<file path="src/rtl/sdac_pkg.sv">
package sdac_pkg;
    localparam int CODE_W  = 12;
    localparam int NUM_STB = 4;

    // Per-strobe idle level: index 2 is the falling-edge strobe.
    localparam logic [NUM_STB-1:0] STB_IDLE_LVL = 4'b0100;

    typedef enum logic [0:0] {
        STB_IDLE = 1'b0,
        STB_HELD = 1'b1
    } stb_state_t;
endpackage

</file>
<file path="src/rtl/sdac_sync.sv">
module sdac_sync #(
    parameter int N                = 5,
    parameter int STAGES           = 2,
    parameter logic [N-1:0] RST_LVL = '0
) (
    input  logic         clk,
    input  logic         rst_n,
    input  logic [N-1:0] d_in,
    output logic [N-1:0] d_out
);
    generate
        for (genvar i = 0; i < N; i++) begin : g_bit
            logic [STAGES-1:0] chain;
            always_ff @(posedge clk or negedge rst_n) begin
                if (!rst_n) chain <= {STAGES{RST_LVL[i]}};
                else        chain <= {chain[STAGES-2:0], d_in[i]};
            end
            assign d_out[i] = chain[STAGES-1];
        end
    endgenerate
endmodule

</file>
<file path="src/rtl/sdac_strobe_fsm.sv">
module sdac_strobe_fsm
    import sdac_pkg::*;
#(
    parameter int NS = NUM_STB,
    parameter logic [NS-1:0] IDLE_LVL = STB_IDLE_LVL
) (
    input  logic          clk,
    input  logic          rst_n,
    input  logic [NS-1:0] stb_s,
    output logic          shift_pulse
);
    logic       comp;
    stb_state_t state, state_nx;

    // Any strobe away from its idle level asserts the composite.
    assign comp = |(stb_s ^ IDLE_LVL);

    always_ff @(posedge clk or negedge rst_n) begin
        if (!rst_n) state <= STB_IDLE;
        else        state <= state_nx;
    end

    always_comb begin
        state_nx    = state;
        shift_pulse = 1'b0;
        unique case (state)
            STB_IDLE: if (comp) begin
                state_nx    = STB_HELD;   // arm
                shift_pulse = 1'b1;
            end
            STB_HELD: if (!comp) state_nx = STB_IDLE;  // release
            default:  state_nx = STB_IDLE;
        endcase
    end

    AST_ONE_SHIFT_PER_ARM: assert property (@(posedge clk) disable iff (!rst_n)
        shift_pulse |=> !shift_pulse);
    AST_NO_SHIFT_WHILE_HELD: assert property (@(posedge clk) disable iff (!rst_n)
        (state == STB_HELD) |-> !shift_pulse);
endmodule

</file>
<file path="src/rtl/sdac_shift_chain.sv">
module sdac_shift_chain #(
    parameter int W = 12
) (
    input  logic         clk,
    input  logic         rst_n,
    input  logic         shift_en,
    input  logic         din,
    output logic [W-1:0] sr,
    output logic         dout
);
    always_ff @(posedge clk or negedge rst_n) begin
        if (!rst_n) begin
            sr   <= '0;
            dout <= 1'b0;
        end else if (shift_en) begin
            sr   <= {sr[W-2:0], din};
            dout <= sr[W-1];
        end
    end

    AST_SHIFT_ENTRY: assert property (@(posedge clk) disable iff (!rst_n)
        shift_en |=> (sr[0] == $past(din)));
    AST_SDO_QUIET: assert property (@(posedge clk) disable iff (!rst_n)
        !shift_en |=> $stable(dout));
endmodule

</file>
<file path="src/rtl/sdac_hold_reg.sv">
module sdac_hold_reg #(
    parameter int W = 12
) (
    input  logic         clk,
    input  logic         rst_n,
    input  logic         clr_n,
    input  logic         ld_a_n,
    input  logic         ld_b_n,
    input  logic [W-1:0] sr,
    output logic [W-1:0] code
);
    logic arst_n;
    assign arst_n = rst_n & clr_n;

    always_ff @(posedge clk or negedge arst_n) begin
        if (!arst_n)               code <= '0;
        else if (!ld_a_n && !ld_b_n) code <= sr;
    end

    AST_LOAD_TAKES_SR: assert property (@(posedge clk) disable iff (!rst_n || !clr_n)
        (!ld_a_n && !ld_b_n) |=> (code == $past(sr)));
    AST_HOLD_WHEN_OPEN: assert property (@(posedge clk) disable iff (!rst_n || !clr_n)
        (ld_a_n || ld_b_n) |=> $stable(code));
    AST_CLEAR_ZERO: assert property (@(posedge clk) disable iff (!rst_n)
        !clr_n |-> (code == '0));
endmodule

</file>
<file path="src/rtl/sdac_front.sv">
module sdac_front
    import sdac_pkg::*;
#(
    parameter int W      = CODE_W,
    parameter int STAGES = 2
) (
    input  logic         clk,
    input  logic         rst_n,
    input  logic         sdi,
    input  logic         stb_a,
    input  logic         stb_b,
    input  logic         stb_c_n,
    input  logic         stb_d,
    input  logic         ld_a_n,
    input  logic         ld_b_n,
    input  logic         clr_n,
    output logic         sdo,
    output logic [W-1:0] code
);
    localparam int NSYNC = NUM_STB + 1;
    localparam logic [NSYNC-1:0] SYNC_RST = {1'b0, STB_IDLE_LVL};

    logic [NSYNC-1:0] raw, synced;
    logic [W-1:0]     sr;
    logic             shift_pulse;

    assign raw = {sdi, stb_d, stb_c_n, stb_b, stb_a};

    sdac_sync #(.N(NSYNC), .STAGES(STAGES), .RST_LVL(SYNC_RST)) u_sync (
        .clk(clk), .rst_n(rst_n), .d_in(raw), .d_out(synced)
    );

    sdac_strobe_fsm #(.NS(NUM_STB), .IDLE_LVL(STB_IDLE_LVL)) u_fsm (
        .clk(clk), .rst_n(rst_n), .stb_s(synced[NUM_STB-1:0]),
        .shift_pulse(shift_pulse)
    );

    sdac_shift_chain #(.W(W)) u_chain (
        .clk(clk), .rst_n(rst_n), .shift_en(shift_pulse),
        .din(synced[NUM_STB]), .sr(sr), .dout(sdo)
    );

    sdac_hold_reg #(.W(W)) u_hold (
        .clk(clk), .rst_n(rst_n), .clr_n(clr_n), .ld_a_n(ld_a_n),
        .ld_b_n(ld_b_n), .sr(sr), .code(code)
    );

    AST_LOAD_NO_SHIFT: assert property (@(posedge clk) disable iff (!rst_n)
        !shift_pulse |=> $stable(sr));
endmodule

</file>
<file path="config.mk">
export PLATFORM = sky130hd
export DESIGN_NAME = sdac_front
export DESIGN_NICKNAME = d
export VERILOG_FILES = /design/src/rtl/sdac_pkg.sv /design/src/rtl/sdac_sync.sv /design/src/rtl/sdac_strobe_fsm.sv /design/src/rtl/sdac_shift_chain.sv /design/src/rtl/sdac_hold_reg.sv /design/src/rtl/sdac_front.sv
export SDC_FILE = /design/constraint.sdc
export NUM_CORES = 1
export LEC_CHECK = 0
export BUFFER_PORTS_ARGS = -buffer_cell sky130_fd_sc_hd__buf_2
export CAP_MARGIN = 40
export CORE_ASPECT_RATIO = 1.4
export CORE_MARGIN = 2
export CORE_UTILIZATION = 60
export CTS_BUF_LIST = sky130_fd_sc_hd__clkbuf_2 sky130_fd_sc_hd__clkbuf_4 sky130_fd_sc_hd__clkbuf_8
export DETAILED_ROUTE_END_ITERATION = 8
export MAX_ROUTING_LAYER = met4
export PLACE_DENSITY = 0.9
export SYNTH_ARGS = -nofsm -noshare
export SYNTH_HDL_FRONTEND = slang
export SYNTH_SLANG_ARGS = --single-unit
</file>
<file path="constraint.sdc">
create_clock -name clk -period 3 [get_ports clk]
set_clock_uncertainty 0.05 [all_clocks]
set_input_delay 0 -clock clk [delete_from_list [all_inputs] [get_ports clk]]
set_output_delay 0 -clock clk [all_outputs]
set_load 0.005 [all_outputs]
</file>
# Word level (Yosys, flattened, before mapping)

Index checks and enable logic that the tools add are counted.
W data, S select, Z words.

Flip-flop bits (word level): 36
Input bits: 10
Output and inout port bits: 13
Logic and storage cells: 17

Bitwise gates (word level): 2
Muxes and demuxes: 2
Reductions and logical operators: 4

Operator list:

| cell                | number |
|---|---|
| $reduce_or A4 Y1    | 1 |
| $logic_not A1 Y1    | 2 |
| $mux W1             | 2 |
| $and A1 B1 Y1       | 1 |
| $logic_and A1 B1 Y1 | 1 |
| $not A1 Y1          | 1 |

# Depth between registers and ports, before layout

Word-level depth: 4
Depth in mapped cells: 4
Mapped depth without buffers: 3

# Hierarchy

From an unflattened synthesis, not the netlist that was laid out.

Cells, all modules: 72
Area, all modules: 1322.5 sq um

By module, submodules not included:

| module           | cells an instance | times used | area each (sq um) |
|---|---|---|---|
| sdac_shift_chain | 27                | 1          | 520.5 |
| sdac_hold_reg    | 27                | 1          | 459.2 |
| sdac_sync        | 15                | 1          | 290.3 |
| sdac_strobe_fsm  | 3                 | 1          | 52.6 |

# Worst setup path after synthesis

Ideal clock, no wire load.

Path kind: register to register
Start point: reg u_sync.g_bit[2].chain[1]
End point: reg u_chain.dout
Slack: 1.314 ns
Library setup time: 0.125 ns
Buffers on the path: 1
Data arrival time: 1.511 ns
Cell stages (with the launch flop): 5
Cells stage by stage: dfstp_2 or4b_4 nor2b_4 buf_12 mux2_4

Longest elaborated chain between the ends: 4

RTL lines:

| item                   | RTL line               | text |
|---|---|---|
| start, declared        | sdac_sync.sv:13        | `logic [STAGES-1:0] chain;` |
| start signal, assigned | sdac_sync.sv:15        | `if (!rst_n) chain <= {STAGES{RST_LVL[i]}};` |
| start signal, assigned | sdac_sync.sv:16        | `else chain <= {chain[STAGES-2:0], d_in[i]};` |
| $not A1 Y1 (no line)   | -                      |  |
| $reduce_or A4 Y1       | sdac_strobe_fsm.sv:16  | `assign comp = \|(stb_s ^ IDLE_LVL);` |
| via u_fsm.comp         | sdac_strobe_fsm.sv:12  | `logic comp;` |
| $mux W1                | sdac_strobe_fsm.sv:27  | `STB_IDLE: if (comp) begin` |
| $mux W1                | sdac_strobe_fsm.sv:26  | `unique case (state)` |
| end signal, assigned   | sdac_shift_chain.sv:17 | `dout <= sr[W-1];` |
| end, declared          | sdac_shift_chain.sv:9  | `output logic dout` |

The timed path passes the listed nets, and every way through them passes these cells.
A chain may end at the register's enable or synchronous reset.

# Worst setup path after layout

Start point: reg u_sync.g_bit[2].chain[1]
End point: reg u_chain.sr[3]

Longest elaborated chain between the ends: 4

RTL lines:

| item                 | RTL line               | text |
|---|---|---|
| $not A1 Y1 (no line) | -                      |  |
| $reduce_or A4 Y1     | sdac_strobe_fsm.sv:16  |  |
| via u_fsm.comp       | sdac_strobe_fsm.sv:12  |  |
| $mux W1              | sdac_strobe_fsm.sv:27  |  |
| $mux W1              | sdac_strobe_fsm.sv:26  |  |
| end signal, assigned | sdac_shift_chain.sv:16 | `sr <= {sr[W-2:0], din};` |
| end, declared        | sdac_shift_chain.sv:8  | `output logic [W-1:0] sr,` |

The timed path passes the listed nets, and every way through them passes these cells.

==> results.toml <==
[setup_path]
r2r_end = "u_chain.sr[3]"
r2r_start = "u_sync.g_bit[2].chain[1]"
crit_fanout = 13
crit_end = "u_chain.sr[3]"
path_class = "reg -> reg"
crit_start = "u_sync.g_bit[2].chain[1]"
cpPeakStageDelay_ns = 0.53
arrival_ns = 1.86
path_delay_family = "simple AND/OR/NAND/NOR gates"
cp.depth = 3
reg2regPathDepth = 3
end_kind = "register"
crit_chain = "or4b_4 > nor2b_4 > mux2_4"
regToRegSetupSlack_ns = 1.32
cp.buffers_inverters = 0
worstSetupStartpointType = "register"
worst_ep_required_time_ns = 3.18
cp_slowest_cell = "dfstp_2"

[clock_network]
cts-buffers-inserted = 5
clock_latency_ns = 0.34
clockRootBuffer = "clkbuf_4"
path_clk_slew_ns = 0.10
cts_buffer_depth = 2
htreeDepth = 2
cts_tree = "done"
cts.sinks = 36
postCtsResizedCells = 0

[sta]
rsz0062_at_grt = "no"
finalCritPeriodShare_pct = 56.11
final.setup.tns_ns = 0
fmaxAchievable_ghz = 0.5940
slew_headroom_pct = 63.30
worst_pin_slew_ns = 0.5505
drv_slew = 0
finalHoldViolCount = 0
period_needed_ns = 1.683
holdWs_ns = 0.07360
setup_violations = 0

[global_route]
overflow = 0
grt.busiest_layer = "met2"
grt_pass1_vias = 711
gr-usage-met1_pct = 24.30
grt_pass1_wl_um = 3429
globalRouteMet2Util_pct = 31.34
grt_max_degree = 26
grt_util_all_layers_pct = 20.86
antenna_found_initial = 0
use_met3_pct = 8.282

[power]
power_density_nw_per_um2 = 628.6
power.leakage_nw = 0.7963
power.total_mw = 0.9681
ir_worst_vdd_v = 0.0004267

[status]
status = "completed"

[layout]
layout-drive-gt1-share_pct = 58.25
fin_cells = 124
layout_common_cells = "34 x dfrtp_1, 22 x buf_2, 15 x mux2_2, 10 x mux2_4, 7 x dlygate4sd3_1"
nNetsFinal = 112
fill_cells = 127
final_common_cell = "dfrtp_1"
syn_to_final_growth_pct = 19.98
diodes = 0

[yosys]
ys_ff_latch = 36
netlist_area_um2 = 1284
yosysUniqueCellTypes = 10
synth_top_family_by_area = "multiplexers"
synth_xor_area_share_pct = 0
synth-adder-area-share_pct = 0
syn_nets = 77
synthSimpleGateAreaFrac_pct = 2.924
synth_compound_area_share_pct = 0
syn_inst = 67
post_synth.cell_area_avg_um2 = 19.16
yosysWarnings = 0
synth.area.mux_share_pct = 24.85
seq_area_frac_synth_pct = 70.37

[die]
die_w_um = 43.09
placementRows = 19
core_area_um2 = 1997
start_util_pct = 64.29
num_io_pins = 23
fp.dieH_um = 58.73
die-area_um2 = 2531

[drt]
drtIter0Drc = 8
vias = 649
wirelength_um = 2036
firstDrtPassIters = 2
viasPerCell = 5.234
drc = 0
ant_nets = 0
drt-wirelength-per-cell_um = 16.42

[place]
gp_congestion = 0.7196
io_buffers = 22
dpl.cell_count = 109

[worst_hold_path]
hold_class = "in -> reg"

[flow_run]
drv_cap = 0
[cell families after synthesis]
logic type    after synthesis
mux                        25
flops                      36
simple gates                4
buf+inv                     2
[worst register-to-register path, cell delays in order, from the launching register on]
cell and delay [ns]:
dfstp_2 0.53, or4b_4 0.46, nor2b_4 0.21, mux2_4 0.32
[power by group]
group / total (mW) / internal [mW] / switching [mW]
logic: 0.120 / 0.0781 / 0.0416
clock network: 0.277 / 0.124 / 0.153
registers: 0.572 / 0.539 / 0.0327
total: 0.968 / 0.741 / 0.227
[flip-flops by register name, indices dropped and copies added (netlist names)]
register,flops
u_fsm.state,1
u_chain.sr,12
u_hold.code,12
u_sync.g_bit.chain,10
u_chain.dout,1
[timing repair]
| item | CTS | global route |
|---|---|---|
| hold endpoints to repair | 41 | 0 |
| setup buffers | 0 | 0 |
| hold buffers | 7 | 0 |
[layer usage]
| layer | share of wire (%) | routed length [um] |
|---|---|---|
| met1 | 42 | 851 |
| met2 | 51 | 1031 |
| met3 | 5.0 | 102 |
| met4 | 2.5 | 50 |
| met5 | 0 | 0 |
[final cells by class]
cell class              instances  area, um^2  area share (%)
clock buffers                   7       58.81           3.818
clock inverters                 1       7.507          0.4874
multi-input cells              29       356.6           23.15
flip-flops and latches         36       903.4           58.65
well taps                      21       26.28           1.706
repair buffers                 30       187.7           12.19
[Yosys cell counts (all sizes together)]
cell type	count	area (um^2)
dfrtp	34	850.8
clkbuf	1	3.750
mux2	25	319.0
or4b	1	13.76
and2	1	6.260
buf	1	20.02
nor2b	1	13.76
dfstp	2	52.55
nor2	1	3.750
[per-stage QoR]
| step | setup slack (ns) | utilization (%) | instance area (um^2) |
|---|---|---|---|
| final | 1.317 | 77.13 | 1540 |
| after global routing | 1.282 | 77.13 | 1540 |
| after CTS | 1.313 | 77.13 | 1540 |
| after detailed placement | 1.322 | 70.30 | 1404 |
| after global placement | 1.367 | 69.92 | 1396 |
| after floorplan | 1.314 | - | 1284 |
[worst min-delay path by stage]
stage	from	end	slack, ns	depth (start not counted)
2_1_floorplan	rst_n	u_chain.dout	-0.35	0
3_3_place_gp	rst_n	u_chain.sr[3]	-0.05	1
3_5_place_dp	rst_n	u_chain.sr[3]	-0.05	1
4_1_cts	ld_b_n	u_hold.code[11]	0.05	3
5_1_grt	ld_b_n	u_hold.code[11]	0.05	3
6_report	ld_b_n	u_hold.code[0]	0.07	3
No activity file was read; power rests on OpenSTA's default activity.
